### config.mk
export PLATFORM = sky130hd
export DESIGN_NAME = tpm_spi_txn
export DESIGN_NICKNAME = d
export VERILOG_FILES = /design/src/rtl/tpm_spi_pkg.sv /design/src/rtl/tpm_spi_shifter.sv /design/src/rtl/tpm_spi_seq.sv /design/src/rtl/tpm_spi_txn.sv
export SDC_FILE = /design/constraint.sdc
export NUM_CORES = 1
export LEC_CHECK = 0
export BUFFER_PORTS_ARGS = -buffer_cell sky130_fd_sc_hd__buf_4
export CAP_MARGIN = 0
export CORE_MARGIN = 8
export CORE_UTILIZATION = 40
export CTS_CLUSTER_DIAMETER = 30
export DETAILED_ROUTE_END_ITERATION = 10
export PLACE_DENSITY = 0.66
export SETUP_SLACK_MARGIN = 0.15
export SYNTH_ARGS = -nofsm -noshare
export SYNTH_HDL_FRONTEND = slang
export SYNTH_SLANG_ARGS = --single-unit
### constraint.sdc
create_clock -name clk -period 3.9 [get_ports clk]
set_input_delay 0.39 -clock clk [delete_from_list [all_inputs] [get_ports clk]]
set_output_delay 0.39 -clock clk [all_outputs]
set_load 0.02 [all_outputs]
### src/rtl/tpm_spi_pkg.sv
package tpm_spi_pkg;

    localparam int unsigned LEN_W     = 8;
    localparam int unsigned ADDR_W    = 16;
    localparam int unsigned HDR_BYTES = 4;
    localparam logic [7:0]  HDR_PREFIX = 8'hD4;

    typedef enum logic [1:0] {
        ST_OK      = 2'b00,
        ST_BADLEN  = 2'b01,
        ST_TIMEOUT = 2'b10
    } txn_status_e;

    typedef enum logic [1:0] {
        PH_IDLE,
        PH_HDR,
        PH_POLL,
        PH_DATA
    } txn_phase_e;

    typedef struct packed {
        logic              write;
        logic [ADDR_W-1:0] addr;
        logic [LEN_W-1:0]  len;
    } txn_req_t;

    function automatic logic len_in_range(input logic [LEN_W-1:0] len,
                                          input int unsigned max_len);
        return (len != '0) && (int'(len) <= int'(max_len));
    endfunction

    function automatic logic [7:0] header_byte(input txn_req_t r,
                                               input logic [1:0] idx);
        logic [7:0] lm1;
        lm1 = r.len - 8'd1;
        case (idx)
            2'd0:    return {~r.write, lm1[6:0]};
            2'd1:    return HDR_PREFIX;
            2'd2:    return r.addr[15:8];
            default: return r.addr[7:0];
        endcase
    endfunction

endpackage

### src/rtl/tpm_spi_shifter.sv
module tpm_spi_shifter #(
    parameter int unsigned CLK_DIV = 4
) (
    input  logic       clk,
    input  logic       rst,
    input  logic       start,
    input  logic [7:0] tx_byte,
    output logic       busy,
    output logic       byte_done,
    output logic [7:0] rx_byte,
    output logic       sclk,
    output logic       mosi,
    input  logic       miso
);
    localparam int unsigned DIV_W = (CLK_DIV > 1) ? $clog2(CLK_DIV) : 1;
    localparam logic [DIV_W-1:0] DIV_LAST = DIV_W'(CLK_DIV - 1);

    logic [DIV_W-1:0] div_cnt;
    logic [2:0]       bit_cnt;
    logic [7:0]       tx_sh;
    logic [7:0]       rx_sh;
    logic             half_tick;

    assign half_tick = busy && (div_cnt == DIV_LAST);
    assign mosi      = tx_sh[7];
    assign rx_byte   = rx_sh;

    always_ff @(posedge clk) begin
        if (rst) begin
            busy      <= 1'b0;
            byte_done <= 1'b0;
            div_cnt   <= '0;
            bit_cnt   <= '0;
            tx_sh     <= '0;
            rx_sh     <= '0;
            sclk      <= 1'b0;
        end else begin
            byte_done <= 1'b0;
            if (!busy) begin
                if (start) begin
                    busy    <= 1'b1;
                    tx_sh   <= tx_byte;
                    bit_cnt <= '0;
                    div_cnt <= '0;
                    sclk    <= 1'b0;
                end
            end else if (half_tick) begin
                div_cnt <= '0;
                if (!sclk) begin
                    // rising edge: capture target data
                    sclk  <= 1'b1;
                    rx_sh <= {rx_sh[6:0], miso};
                end else begin
                    // falling edge: advance output bit or finish byte
                    sclk <= 1'b0;
                    if (bit_cnt == 3'd7) begin
                        busy      <= 1'b0;
                        byte_done <= 1'b1;
                    end else begin
                        bit_cnt <= bit_cnt + 3'd1;
                        tx_sh   <= {tx_sh[6:0], 1'b0};
                    end
                end
            end else begin
                div_cnt <= div_cnt + 1'b1;
            end
        end
    end
endmodule

### src/rtl/tpm_spi_seq.sv
module tpm_spi_seq
    import tpm_spi_pkg::*;
#(
    parameter int unsigned MAX_POLLS = 50,
    parameter int unsigned MAX_LEN   = 128
) (
    input  logic              clk,
    input  logic              rst,
    input  logic              req_valid,
    input  logic              req_write,
    input  logic [ADDR_W-1:0] req_addr,
    input  logic [LEN_W-1:0]  req_len,
    output logic              req_ready,
    input  logic [7:0]        wr_data,
    input  logic              wr_valid,
    output logic              wr_ready,
    output logic [7:0]        rd_data,
    output logic              rd_valid,
    output logic              done,
    output logic [1:0]        status,
    output logic              cs_n,
    output logic              sh_start,
    output logic [7:0]        sh_tx,
    input  logic              sh_done,
    input  logic [7:0]        sh_rx
);
    localparam int unsigned PW = $clog2(MAX_POLLS + 1);
    localparam logic [PW-1:0] POLL_LAST = PW'(MAX_POLLS - 1);

    txn_phase_e       phase;
    txn_req_t         req_q;
    logic [1:0]       hdr_idx;
    logic [PW-1:0]    polls;
    logic [LEN_W-1:0] data_cnt;
    logic             inflight;
    logic             last_data;

    assign req_ready = (phase == PH_IDLE);
    assign wr_ready  = (phase == PH_DATA) && req_q.write && !inflight;
    assign last_data = (data_cnt == req_q.len - 8'd1);

    always_comb begin
        sh_start = 1'b0;
        sh_tx    = 8'h00;
        case (phase)
            PH_HDR: begin
                sh_tx    = header_byte(req_q, hdr_idx);
                sh_start = !inflight;
            end
            PH_POLL: begin
                sh_start = !inflight;
            end
            PH_DATA: begin
                if (req_q.write) begin
                    sh_tx    = wr_data;
                    sh_start = !inflight && wr_valid;
                end else begin
                    sh_start = !inflight;
                end
            end
            default: ;
        endcase
    end

    always_ff @(posedge clk) begin
        if (rst) begin
            phase    <= PH_IDLE;
            req_q    <= '0;
            hdr_idx  <= '0;
            polls    <= '0;
            data_cnt <= '0;
            inflight <= 1'b0;
            cs_n     <= 1'b1;
            done     <= 1'b0;
            status   <= ST_OK;
            rd_valid <= 1'b0;
            rd_data  <= '0;
        end else begin
            done     <= 1'b0;
            rd_valid <= 1'b0;
            if (sh_start) inflight <= 1'b1;
            case (phase)
                PH_IDLE: begin
                    if (req_valid) begin
                        if (len_in_range(req_len, MAX_LEN)) begin
                            req_q   <= '{write: req_write, addr: req_addr, len: req_len};
                            hdr_idx <= '0;
                            cs_n    <= 1'b0;
                            phase   <= PH_HDR;
                        end else begin
                            done   <= 1'b1;
                            status <= ST_BADLEN;
                        end
                    end
                end
                PH_HDR: begin
                    if (sh_done) begin
                        inflight <= 1'b0;
                        if (hdr_idx == 2'(HDR_BYTES - 1)) begin
                            if (sh_rx[0]) begin
                                data_cnt <= '0;
                                phase    <= PH_DATA;
                            end else begin
                                polls <= '0;
                                phase <= PH_POLL;
                            end
                        end else begin
                            hdr_idx <= hdr_idx + 2'd1;
                        end
                    end
                end
                PH_POLL: begin
                    if (sh_done) begin
                        inflight <= 1'b0;
                        if (sh_rx[0]) begin
                            data_cnt <= '0;
                            phase    <= PH_DATA;
                        end else if (polls == POLL_LAST) begin
                            phase  <= PH_IDLE;
                            cs_n   <= 1'b1;
                            done   <= 1'b1;
                            status <= ST_TIMEOUT;
                        end else begin
                            polls <= polls + 1'b1;
                        end
                    end
                end
                PH_DATA: begin
                    if (sh_done) begin
                        inflight <= 1'b0;
                        if (!req_q.write) begin
                            rd_valid <= 1'b1;
                            rd_data  <= sh_rx;
                        end
                        if (last_data) begin
                            phase  <= PH_IDLE;
                            cs_n   <= 1'b1;
                            done   <= 1'b1;
                            status <= ST_OK;
                        end else begin
                            data_cnt <= data_cnt + 8'd1;
                        end
                    end
                end
                default: phase <= PH_IDLE;
            endcase
        end
    end
endmodule

### src/rtl/tpm_spi_txn.sv
module tpm_spi_txn
    import tpm_spi_pkg::*;
#(
    parameter int unsigned CLK_DIV   = 4,
    parameter int unsigned MAX_POLLS = 50,
    parameter int unsigned MAX_LEN   = 128
) (
    input  logic        clk,
    input  logic        rst,
    input  logic        req_valid,
    input  logic        req_write,
    input  logic [15:0] req_addr,
    input  logic [7:0]  req_len,
    output logic        req_ready,
    input  logic [7:0]  wr_data,
    input  logic        wr_valid,
    output logic        wr_ready,
    output logic [7:0]  rd_data,
    output logic        rd_valid,
    output logic        done,
    output logic [1:0]  status,
    output logic        cs_n,
    output logic        sclk,
    output logic        mosi,
    input  logic        miso
);
    logic       sh_start;
    logic [7:0] sh_tx;
    logic       sh_busy;
    logic       sh_done;
    logic [7:0] sh_rx;

    tpm_spi_seq #(
        .MAX_POLLS (MAX_POLLS),
        .MAX_LEN   (MAX_LEN)
    ) u_seq (
        .clk       (clk),
        .rst       (rst),
        .req_valid (req_valid),
        .req_write (req_write),
        .req_addr  (req_addr),
        .req_len   (req_len),
        .req_ready (req_ready),
        .wr_data   (wr_data),
        .wr_valid  (wr_valid),
        .wr_ready  (wr_ready),
        .rd_data   (rd_data),
        .rd_valid  (rd_valid),
        .done      (done),
        .status    (status),
        .cs_n      (cs_n),
        .sh_start  (sh_start),
        .sh_tx     (sh_tx),
        .sh_done   (sh_done),
        .sh_rx     (sh_rx)
    );

    tpm_spi_shifter #(
        .CLK_DIV (CLK_DIV)
    ) u_shift (
        .clk       (clk),
        .rst       (rst),
        .start     (sh_start),
        .tx_byte   (sh_tx),
        .busy      (sh_busy),
        .byte_done (sh_done),
        .rx_byte   (sh_rx),
        .sclk      (sclk),
        .mosi      (mosi),
        .miso      (miso)
    );
endmodule

# Word level (Yosys, flattened, before mapping)
# Cells that the tools add are included.
[word_totals]
reg_bits = 81
input_bits = 38
out_inout_bits = 17
word_cells = 174
[op_classes]
n_addsub = 6
n_lt_le_gt_ge = 1
n_eq_ne = 28
muxes = 84
bitwise_logic = 6
reduce_logical = 29
[op_table]
columns = ["operator", "count"]
rows = [
  ["8-bit 2-to-1 mux", 12],
  ["8-bit one-hot mux with 3 select lines", 2],
  ["2-bit 2-to-1 mux", 21],
  ["6-bit 2-to-1 mux", 6],
  ["1-bit 2-to-1 mux", 30],
  ["8-bit AND reduction", 3],
  ["2-bit inequality test (second input constant)", 10],
  ["8-bit one-hot mux with 2 select lines", 1],
  ["3-bit 2-to-1 mux", 5],
  ["2-bit by 1-bit inequality test with 1-bit output (second input constant)", 7],
  ["6-bit one-hot mux with 2 select lines", 1],
  ["2-bit equality test (second input constant)", 5],
  ["3-bit AND reduction", 3],
  ["8-bit by 1-bit adder with 8-bit output (second input constant)", 1],
  ["8-bit equality test", 1],
  ["8-bit less-or-equal comparator (second input constant)", 1],
  ["2-bit one-hot mux with 4 select lines", 1],
  ["8-bit nonzero test", 1],
  ["8-bit by 1-bit subtractor with 8-bit output (second input constant)", 1],
  ["7-bit AND reduction", 1],
  ["6-bit by 1-bit adder with 6-bit output (second input constant)", 1],
  ["6-bit equality test (second input constant)", 1],
  ["1-bit inverter", 6],
  ["1-bit one-hot mux with 3 select lines", 2],
  ["20 further kinds", 31],
]

# Logic depth before layout (Yosys ltp)
# Gate-level depths: netlist of run 1.
[depth]
word_depth = 7
depth_mapped = 10
ltp_nobuf = 8

# Hierarchy
# From an unflattened synthesis of run 1, not the netlist that was laid out.
[hier_totals]
hier_cells = 490
area_unflattened_um2 = 4176.5
[by_module_without_submodules]
columns = ["mod", "instances", "cells_per_inst", "area_each_um2", "seq_area_each_um2"]
rows = [
  ["tpm_spi_seq", 1, 393, 3150.5, 1141.1],
  ["tpm_spi_shifter", 1, 97, 1026.0, 480.5],
]

# Worst setup path before layout of run 1
# No wires, ideal clock.
[synth_timing]
kind = "reg2reg"
from = "register u_seq.phase[0]"
to = "register u_seq.data_cnt[7]"
setup_time_ns = 0.070
arrival_ns = 2.363
required_time_ns = 3.830
slack_ns = 1.467
stages_incl_launch_ff = 11
n_path_buf = 2
synth_period_minus_slack_ns = 2.433
path_cell_list = "dfxtp_1 inv_1 ha_1 buf_2 o21ba_2 o21a_1 or3_1 clkbuf_1 nor2_1 or4b_1 a21oi_1"
[synth_via]
elab_chain_cells = 3
elab_cells_between_ends = 11
classes_between = "eq/ne (8); mux (1); reduce/logical (2)"
[synth_lines]
columns = ["element", "line_no", "rtl"]
rows = [
  ["start, declared", "tpm_spi_seq.sv:30", "txn_phase_e phase;"],
  ["start signal, assigned", "tpm_spi_seq.sv:67", "phase <= PH_IDLE;"],
  ["start signal, assigned", "tpm_spi_seq.sv:89", "phase <= PH_HDR;"],
  ["start signal, assigned", "tpm_spi_seq.sv:102", "phase <= PH_DATA;"],
  ["2-bit equality test or 2-bit by 1-bit equality test with 1-bit output (tied branches)", "tpm_spi_seq.sv:82", "case (phase)"],
  ["2-bit by 1-bit inequality test with 1-bit output (no line) (tied with other cells)", "n/a", ""],
  ["6-bit AND reduction (no line)", "n/a", ""],
  ["end signal, assigned", "tpm_spi_seq.sv:141", "data_cnt <= data_cnt + 8'd1;"],
  ["end, declared", "tpm_spi_seq.sv:34", "logic [LEN_W-1:0] data_cnt;"],
]
# Parallel ways exist; a longest one is shown, timed or not.
# A chain may end at the register's enable or synchronous reset.

# Worst setup path in the final report of run 1
[layout_timing]
from = "register u_seq.req_q[0] (netlist bit)"
to = "register u_seq.phase[1]"
[layout_via]
elab_chain_cells = 4
[layout_lines]
columns = ["element", "line_no", "rtl"]
rows = [
  ["start, declared", "tpm_spi_seq.sv:31", "txn_req_t req_q;"],
  ["start signal, assigned", "tpm_spi_seq.sv:86", "req_q <= '{write: req_write, addr: req_addr, len: req_len};"],
  ["8-bit by 1-bit subtractor with 8-bit output", "tpm_spi_seq.sv:40", "assign last_data = (data_cnt == req_q.len - 8'd1);"],
  ["8-bit equality test", "tpm_spi_seq.sv:40", ""],
  ["2-bit by 1-bit inequality test with 1-bit output (no line)", "n/a", ""],
  ["8-bit AND reduction (no line)", "n/a", ""],
]
# Every way passes these cells.

==> results by group, run 1 <==
Global route
  – GRT Total Usage: 14.35%
  – First-pass GRT wire length: ~17 mm
  – Initial antenna violation count: 0
  – Total grt overflow: 0
  – Largest net degree at the start of global routing: 66
  – Vias in the first global route: 3497

Finish
  – Nets@finish: 570
  – P&R area growth vs syn: 15.47%
  – Final core utilization: between 40% and 50%
  – Share of layout cells above drive strength 1: 17.62%
  – N_diodes: 0
  – Most common cell after layout, fill and taps aside: dfxtp_1
  – Post-route cell area: between 4000 and 5000 um2
  – Most frequent cells in the layout: dfxtp_1, nor2_1, buf_4, nand2_1, mux2i_1

Timing
  – Sum of negative setup slack: 0 ps
  – Slew HR: 52.48%
  – Tcrit/Tclk final: between 60 and 70%
  – RSZ-0062 raised after global routing: no
  – Hold Vio Cnt, Final: 0
  – FMAX: 371.2 MHz
  – Setup ws final: about 1200 ps
  – Shortest period the worst path allows: 2694 ps
  – Layout Skew: 19.49 ps
  – Worst Max-Slew Pin Slew: approximately 710 ps
  – Final setup violation count: 0
  – Pins Over Slew Limit: 0

Place
  – Gp weighted congestion: 0.8342
  – Dpl ws: 1288 ps
  – IO Port Bufs: 54
  – Area after DPL: around 4700 um2
  – Dpl hpwl: around 7.4 mm

Detailed routing
  – Drt pass-1 iters: 5
  – Vias: 3604
  – Final ANT Viol Nets: 0
  – Vias per cell: 5.477
  – 1st-iter DRT viols: between 150 and 200
  – DRC: 0
  – Avg WL per Cell: 15.36 um
  – Routed WL: 10.11 mm

Setup path
  – Setup CP Type: reg2reg
  – Slowest cell on crit path: nor3b_1
  – Crit-path cells: inv_1 -> ha_1 -> nor3b_1 -> nand2_1 -> xnor3_4 -> a221oi_4 -> a311oi_1 -> a41o_1
  – Crit Reg-Reg Startpoint: u_seq.req_q[0]
  – CP startpoint kind: flip-flop
  – Max stage delay on crit path: 520 ps
  – Register-to-register setup slack: around 1200 ps
  – CP max FO: 8
  – Crit. End Element: flip-flop
  – Crit-path leading delay family: compound AO/OA/AOI/OAI gates
  – Worst EP required: 4160 ps
  – R2R depth: 8
  – Worst path buffer plus inverter count: 1
  – R2R Path End: u_seq.phase[1]
  – Crit path DAT: 2950 ps

Clock network
  – Root Buffer: clkbuf_8
  – Number of CTS-inserted buffers: 9
  – Cts repair resizes: 0
  – Buffer count from post-CTS setup fixing: 0
  – H-Tree Depth: 3
  – CTS tree: yes
  – CTS Hold Bufs: 0
  – Clock buffer depth: 2
  – Worst skew pair latency: 370 ps
  – CTS sink cnt: a little over 80
  – Reg clk slew, reported paths: 110 ps

Yosys
  – Synth Register Bits: 81
  – Yosys warnings: 0
  – Synth Flop Type: dfxtp_1
  – Seq/Total Area, Yosys: a little under two fifths
  – Syn Area/Cell: 8.885 um2
  – Unique masters post-synth: 68
  – Mapped Area: around 4200 um2
  – Mapped Nets: 529
  – Asr flop ratio synth: 0%
  – Instance count of the mapped netlist: 476
  – Post-synth EDFFs: 0

Floorplanning
  – Die width: 118.8 um
  – Starting Density: about two fifths
  – DIE HEIGHT: ~120 um
  – Core area: 10280 um2
  – DIE AREA: 14120 um2
  – IO Count: 55
  – Row count: 37

Pwr
  – Power Density: roughly 490 nW/um2
  – Cell Int Power: 1491 uW
  – Net switching power: approximately 920 uW
  – Maximum vdd drop: between 0.0002 and 0.00025 V
  – Pleak: 0.001920 uW
  – Seq pwr share: 40.6%
  – Sw Share: about two fifths
  – Clk pwr share: 26.3%
  – Combinational share of power: about a third

Run status
  – Status: completed

Worst hold path
  – Hold Path End: u_seq.req_q[16]
  – Min-Delay Path Depth: 3
  – Worst min path class: in2reg
  – Worst Min Path Start: req_addr[8]

Job
  – Max-Cap Viols: 0
==> state kept, by name (all words and copies together), names as in the netlist <==
name / count
u_seq.cs_n: 1
u_seq.data_cnt: 8
u_seq.done: 1
u_seq.hdr_idx: 2
u_seq.inflight: 1
u_seq.phase: 2
u_seq.polls: 6
u_seq.rd_data: 8
u_seq.rd_valid: 1
u_seq.req_q: 25
u_seq.status: 2
u_shift.bit_cnt: 3
u_shift.busy: 1
u_shift.byte_done: 1
u_shift.div_cnt: 2
u_shift.rx_byte: 8
u_shift.sclk: 1
u_shift.tx_sh: 8
==> cells by family after synthesis <==
group	count (synthesis)	share of synthesized area, %
AO/OA/AOI/OAI	115	20.24
multiplexers	36	8.550
XOR/XNOR	15	4.704
adder cells (fa/ha/maj)	15	4.438
AND/OR/NAND/NOR	170	18.79
buffers and inverters	44	4.941
flip-flops	81	38.34
==> layout make-up <==
class	count	area [um2]
repair buffers	56	420.4
fillers	1019	5394
flip-flops and latches	81	1622
clock buffers	9	123.9
clock inverters	7	78.83
inverters	18	67.56
well taps	136	170.2
multi-input cells	351	2401
==> synthesized netlist by cell type, types with 3 or more instances <==
library cell / number / area [um2]
nor2b_1: 3 / 18.77
a22oi_1: 4 / 30.03
inv_1: 18 / 67.56
xnor3_4: 3 / 78.83
mux2i_1: 35 / 350.3
o41ai_1: 4 / 35.03
and2_1: 3 / 18.77
o21a_1: 3 / 22.52
xor2_1: 7 / 61.31
a221oi_1: 8 / 70.07
a31oi_1: 6 / 37.54
a32oi_1: 4 / 35.03
buf_2: 3 / 15.01
clkbuf_1: 18 / 67.56
nand2b_1: 6 / 37.54
nand4_1: 8 / 50.05
nor2_1: 70 / 262.8
nand2_1: 38 / 142.6
nand3_1: 11 / 55.05
ha_1: 15 / 187.7
a21oi_1: 32 / 160.2
xnor2_1: 4 / 35.03
dfxtp_1: 81 / 1622
nor3_1: 13 / 65.06
o21ai_0: 24 / 120.1
==> per-layer routing <==
metal | global-route usage (%) | vias up | share of wire (%)
met2 | 22.36 | 99 | 45
met3 | 4.676 | 11 | 7.0
met4 | 3.794 | 0 | 1.1
met5 | 0 | - | 0
li1 | - | 1796 | -
met1 | 18.69 | 1698 | 47
==> power groups by stage <==
stage,sequential [uW],clock (uW),combinational [uW]
3_5_place_dp,999,0,788
3_3_place_gp,995,0,774
2_1_floorplan,980,0,609
4_1_cts,980,649,794
5_1_grt,992,687,893
6_report,980,634,800
==> worst register-to-register path: cells and delay by family (launching register included) <==
kind	cells	cell delay, ps
and+or+nand+nor	2	640
DFF	1	370
buffers and inverters	1	100
AOI/OAI and AO/OA	3	850
adders and majority gates	1	220
xor gates and xnor gates	1	410
==> stage by stage <==
stage / total power (uW) / hold WS (ps) / instances
floorplan: 1589 / 432.0 / 476
global placement: 1769 / 444.7 / 642
detailed placement: 1788 / 455.0 / 642
CTS: 2424 / 237.5 / 658
global route: 2571 / 244.8 / 658
finish: 2415 / 242.4 / 658
==> worst max path at each step <==
stage / startpoint / end / slack, ps / depth (start not counted)
2_1_floorplan: u_seq.phase[0] / u_seq.data_cnt[7] / 1470 / 10
3_3_place_gp: u_seq.req_q[0] / u_seq.phase[1] / 1330 / 8
3_5_place_dp: u_seq.req_q[0] / u_seq.phase[1] / 1290 / 8
4_1_cts: u_seq.req_q[0] / u_seq.phase[1] / 1230 / 8
5_1_grt: u_seq.phase[1] / u_seq.polls[3] / 980 / 8
6_report: u_seq.req_q[0] / u_seq.phase[1] / 1210 / 8
Power figures use the tool's default switching activity.
==> run 2: changes to the inputs <==
- ABC_AREA: unset -> 1
- clock period: 3.9 -> 2.5 ns (I/O delays scaled with it)
==> run 2 against run 1 <==
  * First-iteration DRC count increased by 36%
  * Routed wire length increased by 2.7%
  * Synthesized area decreased by 2.3%
  * Die area decreased by 2.0%
  * Clock skew decreased by 12 ps
  * Largest power group unchanged
  * Global-route usage increased by 0.62 points
  * Synthesized cell count increased by 24%
  * Design area increased by 0.36%
  * Register-to-register slack got worse by 740 ps
  * Maximum frequency increased by 32%
==> results by group, run 2 <==
Yosys
  – Top-count cell post-synth: nand2_1
  – Synth Flop Type: dfxtp_1
  – Asr flop ratio synth: 0% (unchanged)
  – Unique masters post-synth: 41 (-40%)
  – Share of the synthesized area in the top cell type: 39.26% (+0.92 points)
  – Synth area leaders: dfxtp_1, nand2_1, a21oi_1
  – Seq/Total Area, Yosys: 39.26% (+0.92 points)
  – Largest area contributor in the netlist: dfxtp_1
  – Yosys warnings: 0 (unchanged)
  – Instance count of the mapped netlist: 590 (+24%)
  – Mapped Nets: 643 (+22%)
  – Post-synth EDFFs: 0 (unchanged)
  – Post-synth top cells: nand2_1, dfxtp_1, nor2_1
  – Synth Register Bits: 81 (unchanged)
  – Syn Area/Cell: 7.000 um2 (-21%)
  – Mapped Area: 4130 um2 (-2.3%)

Clock network
  – CTS Hold Bufs: 0 (unchanged)
  – Worst skew pair latency: 360 ps (about the same)
  – CTS tree: yes
  – CTS sink cnt: 81 (unchanged)
  – Root Buffer: clkbuf_8
  – H-Tree Depth: 3 (unchanged)
  – Clock buffer depth: 2 (unchanged)
  – Reg clk slew, reported paths: 90 ps (-20 ps)
  – Number of CTS-inserted buffers: 9 (unchanged)
  – Buffer count from post-CTS setup fixing: 0 (unchanged)

Finish
  – Top reg by flops: u_seq.req_q
  – Post-route cell area: 4901 um2 (+0.36%)
  – Most common cell after layout, fill and taps aside: nand2_1
  – # fillers: 1034 (+1.5%)
  – N_diodes: 0 (unchanged)
  – Register Area: 1622 um2 (unchanged)
  – Most frequent cells in the layout: nand2_1, dfxtp_1, nor2_1, inv_1, a21oi_1
  – P&R area growth vs syn: 18.66%
  – Max reg flops: 25 (unchanged)
  – Share of layout cells above drive strength 1: 15.10% (-2.5 points)
  – Multi-input logic area: 2146 um2 (-11%)
  – Nets@finish: 697 (+22%)

Timing
  – Final setup violation count: 0 (unchanged)
  – Pins Over Slew Limit: 0 (unchanged)
  – FMAX: 491.7 MHz (+32%)
  – Shortest period the worst path allows: 2034 ps (-660.3 ps)
  – Slew HR: 66.09% (+14 points)
  – Tcrit/Tclk final: 81.35% (+12 points)
  – Worst Max-Slew Pin Slew: 508.0 ps (-200.5 ps)
  – RSZ-0062 raised after global routing: no
  – Layout Skew: 7.662 ps (-11.83 ps)
  – Hold Vio Cnt, Final: 0 (unchanged)
  – Sum of negative setup slack: 0 ps (unchanged)

Floorplanning
  – IO Count: 55 (unchanged)
  – Die width: 117.6 um (-1.0%)
  – DIE AREA: 13830 um2 (-2.0%)
  – Row count: 37 (unchanged)
  – DIE HEIGHT: 117.6 um (-1.0%)
  – Core area: 10180 um2 (-0.90%)
  – Starting Density: 40.55% (-0.60 points)

Place
  – Dpl hpwl: 7.760 mm (+5.3%)
  – IO Port Bufs: 54 (unchanged)
  – Gp weighted congestion: 0.8776 (+5.2%)
  – Area after DPL: 4672 um2 (-0.19%)

Pwr
  – Cell Int Power: 2539 uW (+70%)
  – Combinational share of power: 33.3% (+0.2 points)
  – Power Density: 823.5 nW/um2 (+67%)
  – Net switching power: 1497 uW (+62%)
  – Maximum vdd drop: 0.0002966 V (+22%)
  – Sw Share: 37.08% (-1.2 points)
  – Pleak: 0.002167 uW (+13%)
  – Seq pwr share: 39.6% (-1.0 points)
  – Clk pwr share: 27.1% (+0.8 points)

Setup path
  – Setup CP Type: reg2reg
  – Crit path DAT: 2320 ps (-630 ps)
  – CP max FO: 14 (+6)
  – Crit. End Element: flip-flop
  – CP startpoint kind: flip-flop
  – Worst EP required: 2780 ps (-1380 ps)

Global route
  – Total grt overflow: 0 (unchanged)
  – GRT Total Usage: 14.96% (+0.62 points)
  – First-pass GRT wire length: 17.51 mm (+3.4%)
  – Vias in the first global route: 3877 (+11%)
  – Initial antenna violation count: 0 (unchanged)
  – Largest net degree at the start of global routing: 51 (-23%)

Detailed routing
  – Vias: 3970 (+10%)
  – Routed WL: 10.38 mm (+2.7%)
  – Avg WL per Cell: 13.22 um (-14%)
  – Vias per cell: 5.057 (-7.7%)
  – Final ANT Viol Nets: 0 (unchanged)
  – 1st-iter DRT viols: 251 (+36%)
  – DRC: 0 (unchanged)
  – Drt pass-1 iters: 5 (unchanged)

Worst hold path
  – Worst min path class: in2reg

Job
  – Max-Cap Viols: 0 (unchanged)

Run status
  – Status: completed
## run 2: changes by cell type after synthesis, sizes merged, moves of 6 or more
cell	previous run	this run
nand2b	6	0
a21oi	32	60
xor2	7	1
o21ai	24	68
nor3	13	6
inv	18	74
mux2i	35	0
clkbuf	20	11
nand2	38	111
nand3	11	40
a221oi	9	2
## run 2: timing repair
action / CTS / global route
endpoints found under the hold margin: 0 / 0
setup endpoints to repair: 0 / 1
gates resized for setup: 0 / 1
## run 2: cell type report
| cell class | count | area share, % |
|---|---|---|
| multi-input cells | 415 | 43.78 |
| flip-flops and latches | 81 | 33.09 |
| repair buffers | 59 | 9.038 |
| inverters | 78 | 5.999 |
| well taps | 136 | 3.472 |
| clock buffers | 9 | 2.527 |
| clock inverters | 7 | 2.093 |
## run 2: final timing paths
path	start	to	slack, ps	depth (start not counted)
hold reg to reg	u_seq.req_q[12]	u_seq.req_q[12]	450	2
hold / removal	miso	u_shift.rx_byte[0]	130	3
setup reg to reg	u_seq.phase[0]	u_shift.tx_sh[1]	470	11
setup / recovery	u_seq.phase[0]	u_shift.tx_sh[1]	470	11
## run 2: cell families (layout without fill, tap and decap cells)
logic type / after synthesis / in the layout / share of synthesized area (%)
AOI/OAI and AO/OA: 148 / 148 / 19.33
xor gates and xnor gates: 3 / 3 / 0.6363
adders and majority gates: 15 / 15 / 4.544
buffers and inverters: 94 / 153 / 8.845
DFF: 81 / 81 / 39.26
and+or+nand+nor: 249 / 249 / 27.39
## run 2: through the flow
| stage | utilization, % | total power [uW] | hold WS [ps] | std cells | setup slack, ps |
|---|---|---|---|---|---|
| floorplan | - | 2597 | 384.9 | 590 | 634.9 |
| global placement | 45.87 | 2926 | 435.7 | 769 | 502.2 |
| detailed placement | 45.87 | 2961 | 439.9 | 769 | 377.8 |
| CTS | 48.10 | 4065 | 111.2 | 785 | 369.8 |
| global route | 48.12 | 4329 | 141.1 | 785 | 234.5 |
| finish | 48.12 | 4036 | 130.9 | 785 | 466.2 |
## run 2: power groups by stage
stage	sequential [uW]	clock (uW)	combinational, uW
after floorplan	1630	0	972
after global placement	1620	0	1300
after detailed placement	1630	0	1340
after CTS	1600	1120	1350
after global routing	1620	1180	1530
final	1600	1090	1340
## run 2: metal layers
layer,routed length (um),track usage (%),up-vias
li1,-,-,2060
met1,4734,17.74,1826
met2,5042,25.54,68
met3,433,3.789,16
met4,169,5.444,0
met5,0,0,-
## run 2: critical path, stage by stage (launching register included)
cell     delay (ps)
dfxtp_1         410
inv_1            80
ha_1            330
inv_2           130
nand3_1         110
nand2_1         100
inv_2            60
nor2_1          110
nand2_2         140
inv_2           220
o21ai_0         110
a31oi_1         160
==> run 3: changes to the inputs <==
- ABC_AREA: 1 -> 0
- clock period: 2.5 -> 2 ns (I/O delays scaled with it)
==> run 3 against run 2 <==
  * The flow now finishes with violations (negative setup slack)
  * First-iteration DRC count decreased by 31%
  * Sequential power rose by 20%
  * Worst hold slack lost 66 ps
  * Clock power up 18%
  * Cell count down 6.8%
  * Design area is 20% higher
  * Clock-buffer cell count is the same
  * Sequential share of layout area shrank 5.2 points
  * Critical path type unchanged
==> results by group, run 3 (same netlist as run 1, synthesis figures left out) <==
Run status
  – Status: complete, but fails checks
  – Failing checks: negative setup slack

Setup path
  – Worst path buffer plus inverter count: 0 (-4)
  – Register-to-register setup slack: -270 ps (-740 ps)
  – Worst EP required: 2320 ps (-460 ps)
  – Crit-path leading delay family: compound AO/OA/AOI/OAI gates
  – CP startpoint kind: flip-flop
  – Crit path DAT: 2590 ps (+270 ps)
  – Setup CP Type: reg2reg
  – Slowest cell on crit path: or4_4
  – Crit. End Element: flip-flop
  – Max stage delay on crit path: 580 ps (+170 ps)
  – CP max FO: 7 (-7)
  – Crit-path cells: or4_4 -> a2111oi_4 -> nor2_4 -> a2111o_1 -> a211o_1 -> nand2_1

Clock network
  – Number of CTS-inserted buffers: 9 (unchanged)
  – CTS tree: yes
  – Reg clk slew, reported paths: 90 ps (about the same)
  – Clock buffer depth: 2 (unchanged)
  – H-Tree Depth: 3 (unchanged)
  – Worst skew pair latency: 370 ps (about the same)
  – Root Buffer: clkbuf_8
  – CTS sink cnt: 81 (unchanged)

Pwr
  – Sw Share: 36.67% (-0.41 points)
  – Net switching power: 2109 uW (+41%)
  – Power Density: 980.9 nW/um2 (+19%)
  – Power, Total: 5750 uW (+42%)
  – Seq pwr share: 33.4% (-6.2 points)
  – Combinational share of power: 44.1% (+11 points)
  – Clk pwr share: 22.5% (-4.6 points)
  – Cell Int Power: 3641 uW (+43%)
  – Maximum vdd drop: 0.0004672 V (+57%)
  – Pleak: 0.002385 uW (+10%)

Detailed routing
  – Avg WL per Cell: 15.99 um (+21%)
  – Vias per cell: 5.370 (+6.2%)
  – Vias: 3931 (-0.98%)
  – Routed WL: 11.71 mm (+13%)
  – 1st-iter DRT viols: 173 (-31%)
  – Final ANT Viol Nets: 0 (unchanged)
  – DRC: 0 (unchanged)
  – Drt pass-1 iters: 5 (unchanged)

Finish
  – Most frequent cells in the layout: buf_4, dfxtp_1, nor2_1, nand2_1, mux2i_1
  – Share of layout cells above drive strength 1: 36.24% (+21 points)
  – # fillers: 906 (-12%)
  – N_diodes: 0 (unchanged)
  – Most common cell after layout, fill and taps aside: buf_4
  – Nets@finish: 644 (-7.6%)
  – Multi-input logic area: 2713 um2 (+26%)
  – P&R area growth vs syn: 38.61%
  – Register Area: 1634 um2 (+0.77%)
  – Top reg by flops: u_seq.req_q
  – Max reg flops: 25 (unchanged)

Timing
  – Hold Vio Cnt, Final: 0 (unchanged)
  – Final setup violation count: 14 (+14)
  – FMAX: 439.8 MHz (-11%)
  – Tcrit/Tclk final: 113.7% (+32 points)
  – Slew HR: 54.03% (-12 points)
  – Shortest period the worst path allows: 2274 ps (+240.0 ps)
  – RSZ-0062 raised after global routing: yes
  – Pins Over Slew Limit: 0 (unchanged)
  – Worst Max-Slew Pin Slew: 689.6 ps (+181.6 ps)
  – Layout Skew: 12.72 ps (+5.060 ps)
  – Setup ws final: -273.8 ps (-740.0 ps)

Global route
  – GRT Total Usage: 15.99% (+1.0 points)
  – Largest net degree at the start of global routing: 65 (+27%)
  – Vias in the first global route: 4001 (+3.2%)
  – Total grt overflow: 0 (unchanged)
  – First-pass GRT wire length: 18.91 mm (+8.0%)
  – Initial antenna violation count: 0 (unchanged)

Place
  – IO Port Bufs: 54 (unchanged)
  – Dpl hpwl: 8.147 mm (+5.0%)
  – Gp weighted congestion: 0.8354 (-4.8%)
  – Dpl ws: -260.3 ps (-638.2 ps)

Job
  – Max-Cap Viols: 0 (unchanged)

Floorplanning
  – IO Count: 55 (unchanged)
  – DIE AREA: 14120 um2 (+2.1%)
  – DIE HEIGHT: 118.8 um (+1.0%)
  – Row count: 37 (unchanged)
  – Core area: 10280 um2 (+0.91%)
  – Die width: 118.8 um (+1.0%)
  – Starting Density: 41.15% (+0.60 points)

Worst hold path
  – Worst min path class: in2reg
## run 3: per-stage QoR
step                hold slack (ps)  std cells  area [um2]  utilization [%]  setup TNS [ps]
floorplan                     336.0        476        4345                -           -1099
global placement              435.3        696        5195            50.55           -1899
detailed placement            447.4        696        5195            50.55           -2469
CTS                           54.86        726        5687            55.33           -3097
global route                  58.87        732        5862            57.04           -4741
finish                        64.62        732        5862            57.04           -3010
## run 3: cell type report
cell class / instances / share of cell area [%]
Tap cell: 136 / 2.903
Clock buffer: 9 / 2.113
Clock inverter: 7 / 1.387
Sequential cell: 81 / 27.88
Inverter: 18 / 1.259
Timing Repair Buffer: 129 / 18.19
Multi-Input combinational cell: 352 / 46.28
## run 3: tightest hold or removal path: stages
cell     delay, ps
buf_4           70
mux2i_1         50
nor2_1          70
## run 3: path summary, 6_finish.rpt
path / end / from / cells after the start
worst max-delay path: u_seq.data_cnt[5] / u_seq.req_q[0] / 6
worst min-delay path: u_seq.req_q[24] / req_write / 3
worst max register to register: u_seq.data_cnt[5] / u_seq.req_q[0] / 6
worst min register to register: u_shift.rx_byte[7] / u_shift.rx_byte[7] / 2
## run 3: per-layer routing
layer	vias to the layer above	share of wire, %	track usage (%)
met3	14	4.5	4.204
met4	0	0.83	3.004
met1	1871	46	20.59
met2	92	49	26.53
met5	-	0	0
li1	1954	-	-
## run 3: power groups by stage
stage	clock network, uW	logic [uW]	registers, uW
detailed placement	0	1980	1930
global placement	0	1940	1920
finish	1290	2540	1920
global route	1380	2760	1940
floorplan	0	1270	1920
CTS	1320	2280	1920
## run 3: repair_timing
item,in CTS,in global routing
cloned,1,2
pin swaps,24,12
setup buffers,13,4
setup endpoints to repair,28,32
resized for setup,44,23
hold buffers,0,0
